[config.mk]
export PLATFORM = sky130hd
export DESIGN_NAME = pci_window_xlate
export DESIGN_NICKNAME = d
export VERILOG_FILES = /design/src/rtl/pci_window_xlate.sv
export SDC_FILE = /design/constraint.sdc
export NUM_CORES = 1
export LEC_CHECK = 0
export BUFFER_PORTS_ARGS = -buffer_cell sky130_fd_sc_hd__buf_2
export CAP_MARGIN = 20
export CORE_MARGIN = 8
export CORE_UTILIZATION = 44
export CTS_BUF_LIST = sky130_fd_sc_hd__clkbuf_16
export DETAILED_ROUTE_END_ITERATION = 6
export PLACE_DENSITY = 0.88
export SKIP_LAST_GASP = 1
export SLEW_MARGIN = 20
export SYNTH_ARGS = -nofsm -noshare
export SYNTH_HDL_FRONTEND = slang
export SYNTH_SLANG_ARGS = --single-unit
[constraint.sdc]
create_clock -name clk -period 1.6 [get_ports clk]
set_clock_uncertainty 0.2 [all_clocks]
set_input_delay 0.08 -clock clk [delete_from_list [all_inputs] [get_ports clk]]
set_output_delay 0.08 -clock clk [all_outputs]
set_load 0.02 [all_outputs]
[src/rtl/pci_window_xlate.sv]
module pci_window_xlate #(
  parameter int SEL_BASE  = 13,
  parameter int DEV_MAX   = 18,
  parameter int APER_BITS = 20
) (
  input  logic        clk,
  input  logic        rst_n,
  input  logic        cfg_sel,
  input  logic [1:0]  hi_sel,
  input  logic        abort_clr,
  output logic        abort_flag,
  input  logic        req_valid,
  input  logic        req_write,
  input  logic [1:0]  req_size,
  input  logic [31:0] req_addr,
  input  logic [31:0] req_wdata,
  output logic        req_ready,
  output logic        rsp_valid,
  output logic        rsp_err,
  output logic [31:0] rsp_rdata,
  output logic        pci_valid,
  output logic        pci_cfg,
  output logic        pci_write,
  output logic [31:0] pci_addr,
  output logic [3:0]  pci_be,
  output logic [31:0] pci_wdata,
  input  logic [31:0] pci_rdata,
  input  logic        pci_done,
  input  logic        pci_abort
);

  logic [4:0]  dev;
  logic        in_win, cfg_ok, fwd;
  logic [1:0]  lane, lane_q, size_q;
  logic [5:0]  sel_pos;
  logic [31:0] cfg_addr, mem_addr, rd_shift, rd_ext;
  logic [3:0]  be_n;

  assign dev      = req_addr[15:11];
  assign in_win   = (req_addr[31:30] == 2'b10);
  assign cfg_ok   = (req_addr[29:APER_BITS] == '0) && (int'(dev) <= DEV_MAX);
  assign fwd      = in_win && (!cfg_sel || cfg_ok);
  assign lane     = req_size[1] ? 2'd0 : req_addr[1:0];
  assign sel_pos  = {1'b0, dev} + 6'(SEL_BASE);
  assign cfg_addr = (32'd1 << sel_pos) | {21'd0, req_addr[10:8], req_addr[7:2], 2'b00};
  assign mem_addr = {hi_sel, req_addr[29:2], 2'b00};
  assign req_ready = !pci_valid;

  always_comb begin
    case (req_size)
      2'd0:    be_n = 4'b0001 << lane;
      2'd1:    be_n = 4'b0011 << lane;
      default: be_n = 4'b1111;
    endcase
  end

  assign rd_shift = pci_rdata >> {lane_q, 3'b000};
  always_comb begin
    case (size_q)
      2'd0:    rd_ext = {24'd0, rd_shift[7:0]};
      2'd1:    rd_ext = {16'd0, rd_shift[15:0]};
      default: rd_ext = rd_shift;
    endcase
  end

  always_ff @(posedge clk) begin
    if (!rst_n) begin
      abort_flag <= 1'b0;
      rsp_valid  <= 1'b0;
      rsp_err    <= 1'b0;
      rsp_rdata  <= '0;
      pci_valid  <= 1'b0;
      pci_cfg    <= 1'b0;
      pci_write  <= 1'b0;
      pci_addr   <= '0;
      pci_be     <= '0;
      pci_wdata  <= '0;
      lane_q     <= '0;
      size_q     <= '0;
    end else begin
      rsp_valid <= 1'b0;
      rsp_err   <= 1'b0;
      if (abort_clr) abort_flag <= 1'b0;
      if (!pci_valid) begin
        if (req_valid) begin
          if (fwd) begin
            pci_valid <= 1'b1;
            pci_cfg   <= cfg_sel;
            pci_write <= req_write;
            pci_addr  <= cfg_sel ? cfg_addr : mem_addr;
            pci_be    <= be_n;
            pci_wdata <= req_wdata << {lane, 3'b000};
            lane_q    <= lane;
            size_q    <= req_size;
          end else begin
            rsp_valid <= 1'b1;
            rsp_err   <= 1'b1;
            rsp_rdata <= '1;
          end
        end
      end else if (pci_abort || pci_done) begin
        pci_valid <= 1'b0;
        rsp_valid <= 1'b1;
        rsp_err   <= pci_abort;
        rsp_rdata <= pci_abort ? '1 : rd_ext;
        if (pci_abort) abort_flag <= 1'b1;
      end
    end
  end

endmodule

==> impl_results.md <==
* Status: complete, but fails checks
* Failing checks: setup timing
* Initial DRC Count at between 700 and 800
* Die ar. at approximately 0.016 sq mm
* Sequential power share at 0.452
* Startpoint types: input port
* Buffers on Ports at 214
* Switching Fraction at 0.294
* Syn-to-layout area delta at 68.4%
* Static Leakage at 4.07 nW
* Max transition margin at 0.154
* HPWL after DPL at roughly 13 mm
* Fin crit period at 1.69 ns
* CTS max path bufs at 2
* Max Cap Viol at 0
* Pre-CTS WS at -0.345 ns
* Initial Util at 0.452
* Worst Path Arrival at approximately 1.8 ns
* Final Hold Viols at 0
* Cell Count, Final, Fillers Out at 1061
* Placed Instance Area at about 0.0067 sq mm
* Reg2Reg Depth at 7
* Worst-Skew Late Latency at around 0.36 ns
* FFs w/ async S/R, synth at 0
* RSZ-0062 raised after global routing: yes
* P per Cell Area at 745 mW/mm^2
* Routed WL at 24.3 mm
* Hold wc startpoint: req_addr[0]
* Cts bufs inserted at 9
* Routed Antenna Nets at 0
* WS Path Type: in2reg
* Vias in the first global route at 6067
* Pint at about 0.0046 W
* Final worst path period share at 1.05
* Post-synthesis average cell area at 8.80 sq um
* Setup-failing EPs final at 48
* Area of the mapped netlist at between 0.005 and 0.006 sq mm
* Comb pwr share at 0.233
* Worst r2r src: pci_valid
* R2r setup slk at -0.07 ns
* Placed insts at 934
* Row count at 39
* I/O pins at ~220
* Crit Path Max Fanout at 23
* Largest net degree at the start of global routing at 54
* DR vias at approximately 6500
* Post-Syn Nets at roughly 700
* Req. time, crit path at between 1.5 and 2 ns
* DRC Markers at 0
* Core ar. at approximately 0.011 sq mm
* Achievable Freq at between 500 and 600 MHz
* Die Y at between 100 and 150 microns
* Final core occ at 0.762
* Total grt overflow at 0
* Die Width at between 100 and 150 microns
* Setup crit start: rst_n
* Global-route wire length before repair at 32.9 mm
* Num Clock Sinks at 110
* Clk pwr share at 0.315
* H-tree depth at 3
* Clock Pin Slew Worst Setup and Hold Paths at ~0.070 ns
* Hold WC Path Type: in2reg
* Seq/Total Area, Yosys at 0.425
* Slew @ Worst Pin at roughly 1.3 ns
* DR pass1 iterations at 5
* GRT Util Overall at 0.260
* Routed wire per std cell at between 20 and 25 microns
* Syn Inst Count at just under 600
* FF-to-FF End: pci_wdata[30]
* Critical path endpoint category: flip-flop
* Initial antenna violation count at 5
* CTS tree: yes
* EDFF count, synth at 0
* Sw power at about 0.0019 W
* Layout cell share with drive strength beyond 1 at 0.447
* Worst Setup EP: pci_wdata[30]
* Synth Warn # at 0
* Root Driver: clkbuf_16
* Vias per cell at around 6.2
* Synth Register Bits at 110
* Slew Viols, Final at 0
* Distinct cell type count after synthesis at between 40 and 50
* Final critical-path setup slack at -0.0866 ns
* Prevailing post-synth register cell: dfxtp_1
* Worst VDD drop at roughly 1.0 mV
* GP Congestion at around 0.90
* Nets at 1017
* Design area at just under 0.009 sq mm
[placed cells by master, fill, tap and decap left out, types with 10 or more instances in the layout]
master	count
a21oi_1	29
nand3_2	10
clkbuf_16	17
nor2_1	41
o211a_1	22
o221a_2	10
dfxtp_1	108
buf_2	213
o21ai_0	15
dlygate4sd3_1	76
o221a_4	14
mux2i_1	23
buf_4	46
nor2b_1	16
buf_12	11
nand2_1	40
nand3_1	56
[critical path: stages]
cell	delay [ns]
buf_4	0.16
dlymetal6s4s_1	1.05
o2111ai_2	0.31
nand2_1	0.17
[registers in the layout, summed over array words and instances, names as in the netlist]
| signal | flops |
|---|---|
| pci_wdata | 32 |
| pci_addr | 32 |
| pci_be | 4 |
| pci_write | 1 |
| pci_valid | 1 |
| rsp_valid | 1 |
| lane_q | 2 |
| size_q | 2 |
| pci_cfg | 1 |
| abort_flag | 1 |
| rsp_err | 1 |
| rsp_rdata | 32 |
[kinds of logic (layout without fill, tap and decap cells)]
family                 Yosys count  count (layout)  synth area share
AND/OR/NAND/NOR                211             211             0.194
multiplexers                    32              32            0.0637
buffers and inverters           64             387            0.0567
flip-flops                     110             110             0.425
other                            0               5                 0
AO/OA/AOI/OAI                  172             173             0.261
[power by group through the flow]
stage | sequential, W | clock (W) | combinational, W
finish | 0.00294 | 0.00205 | 0.00152
global route | 0.00295 | 0.00218 | 0.00159
CTS | 0.00292 | 0.00205 | 0.00129
detailed placement | 0.00298 | 0 | 0.00106
global placement | 0.00298 | 0 | 0.00105
floorplan | 0.00312 | 0 | 0.000448
[area by class of cell]
cell class	instances	area [sq um]
diodes	5	12.5
clock inverters	6	31.3
well taps	143	179
fillers	720	2730
multi-input cells	416	3250
clock buffers	9	225
flip-flops and latches	110	2210
inverters	4	17.5
repair buffers	368	2820
[how the worst min path moves through the flow]
stage | end | slack, ns | cells past startpoint
final | pci_be[1] | 0.01 | 5
after global routing | pci_wdata[23] | 0.05 | 4
after CTS | pci_be[1] | 0.0007 | 5
after detailed placement | pci_addr[5] | 0.1 | 3
after global placement | pci_write | 0.1 | 3
after floorplan | size_q[0] | 0.01 | 2
[metrics by stage]
stage	total power [W]	hold WS, ns	setup TNS, ns
after global routing	0.00672	0.0456	-4.91
after floorplan	0.00357	0.0101	-0.123
after CTS	0.00627	0.000686	-1.02
after detailed placement	0.00405	0.0990	-28.41
final	0.00651	0.0118	-1.36
after global placement	0.00403	0.0955	-25.26
[synthesized netlist by cell type (2+ instances only)]
library cell    n  area (sq um)
and3_1          7          43.8
nor4_1          2          12.5
a22oi_1         8          60.1
buf_4           4          30.0
o31ai_1         8          60.1
mux2_2          8          90.1
dfxtp_1       110          2200
clkbuf_1       37           139
o311ai_0        3          26.3
nand2b_1        5          31.3
a21oi_1        33           165
nor2_1         47           176
a21o_1          9          67.6
o2111ai_1       8          70.1
o21ai_0        24           120
nor2b_1        19           119
a211oi_1       14           105
nand3b_1        3          22.5
nor3_1          3          15.0
nand4_1         2          12.5
a2bb2oi_1       9          78.8
buf_6           3          33.8
nand2_1        48           180
mux2i_1        24           240
buf_1           3          11.3
inv_1           4          15.0
o221a_2        24           270
and2_1          2          12.5
nor3b_1         6          45.0
o211a_1        22           220
buf_2          13          65.1
nand3_1        66           330
[per-layer routing]
metal | routed length (microns) | global-route usage | up-vias | share of wire
met4 | 1460 | 0.139 | 0 | 0.060
met5 | 0 | 0 | - | 0
li1 | - | - | 2831 | -
met2 | 11900 | 0.429 | 490 | 0.49
met3 | 2420 | 0.0885 | 125 | 0.099
met1 | 8520 | 0.289 | 3089 | 0.35
[what timing repair did]
item                                    CTS  global route
buffers inserted                          7            11
pin swaps                                 4            33
hold buffers                             77             0
resized for setup                        24           100
endpoints found under the setup margin   67            93
endpoints found under the hold margin    79             0
cloned                                    4             8
Power figures use the tool's default switching activity.
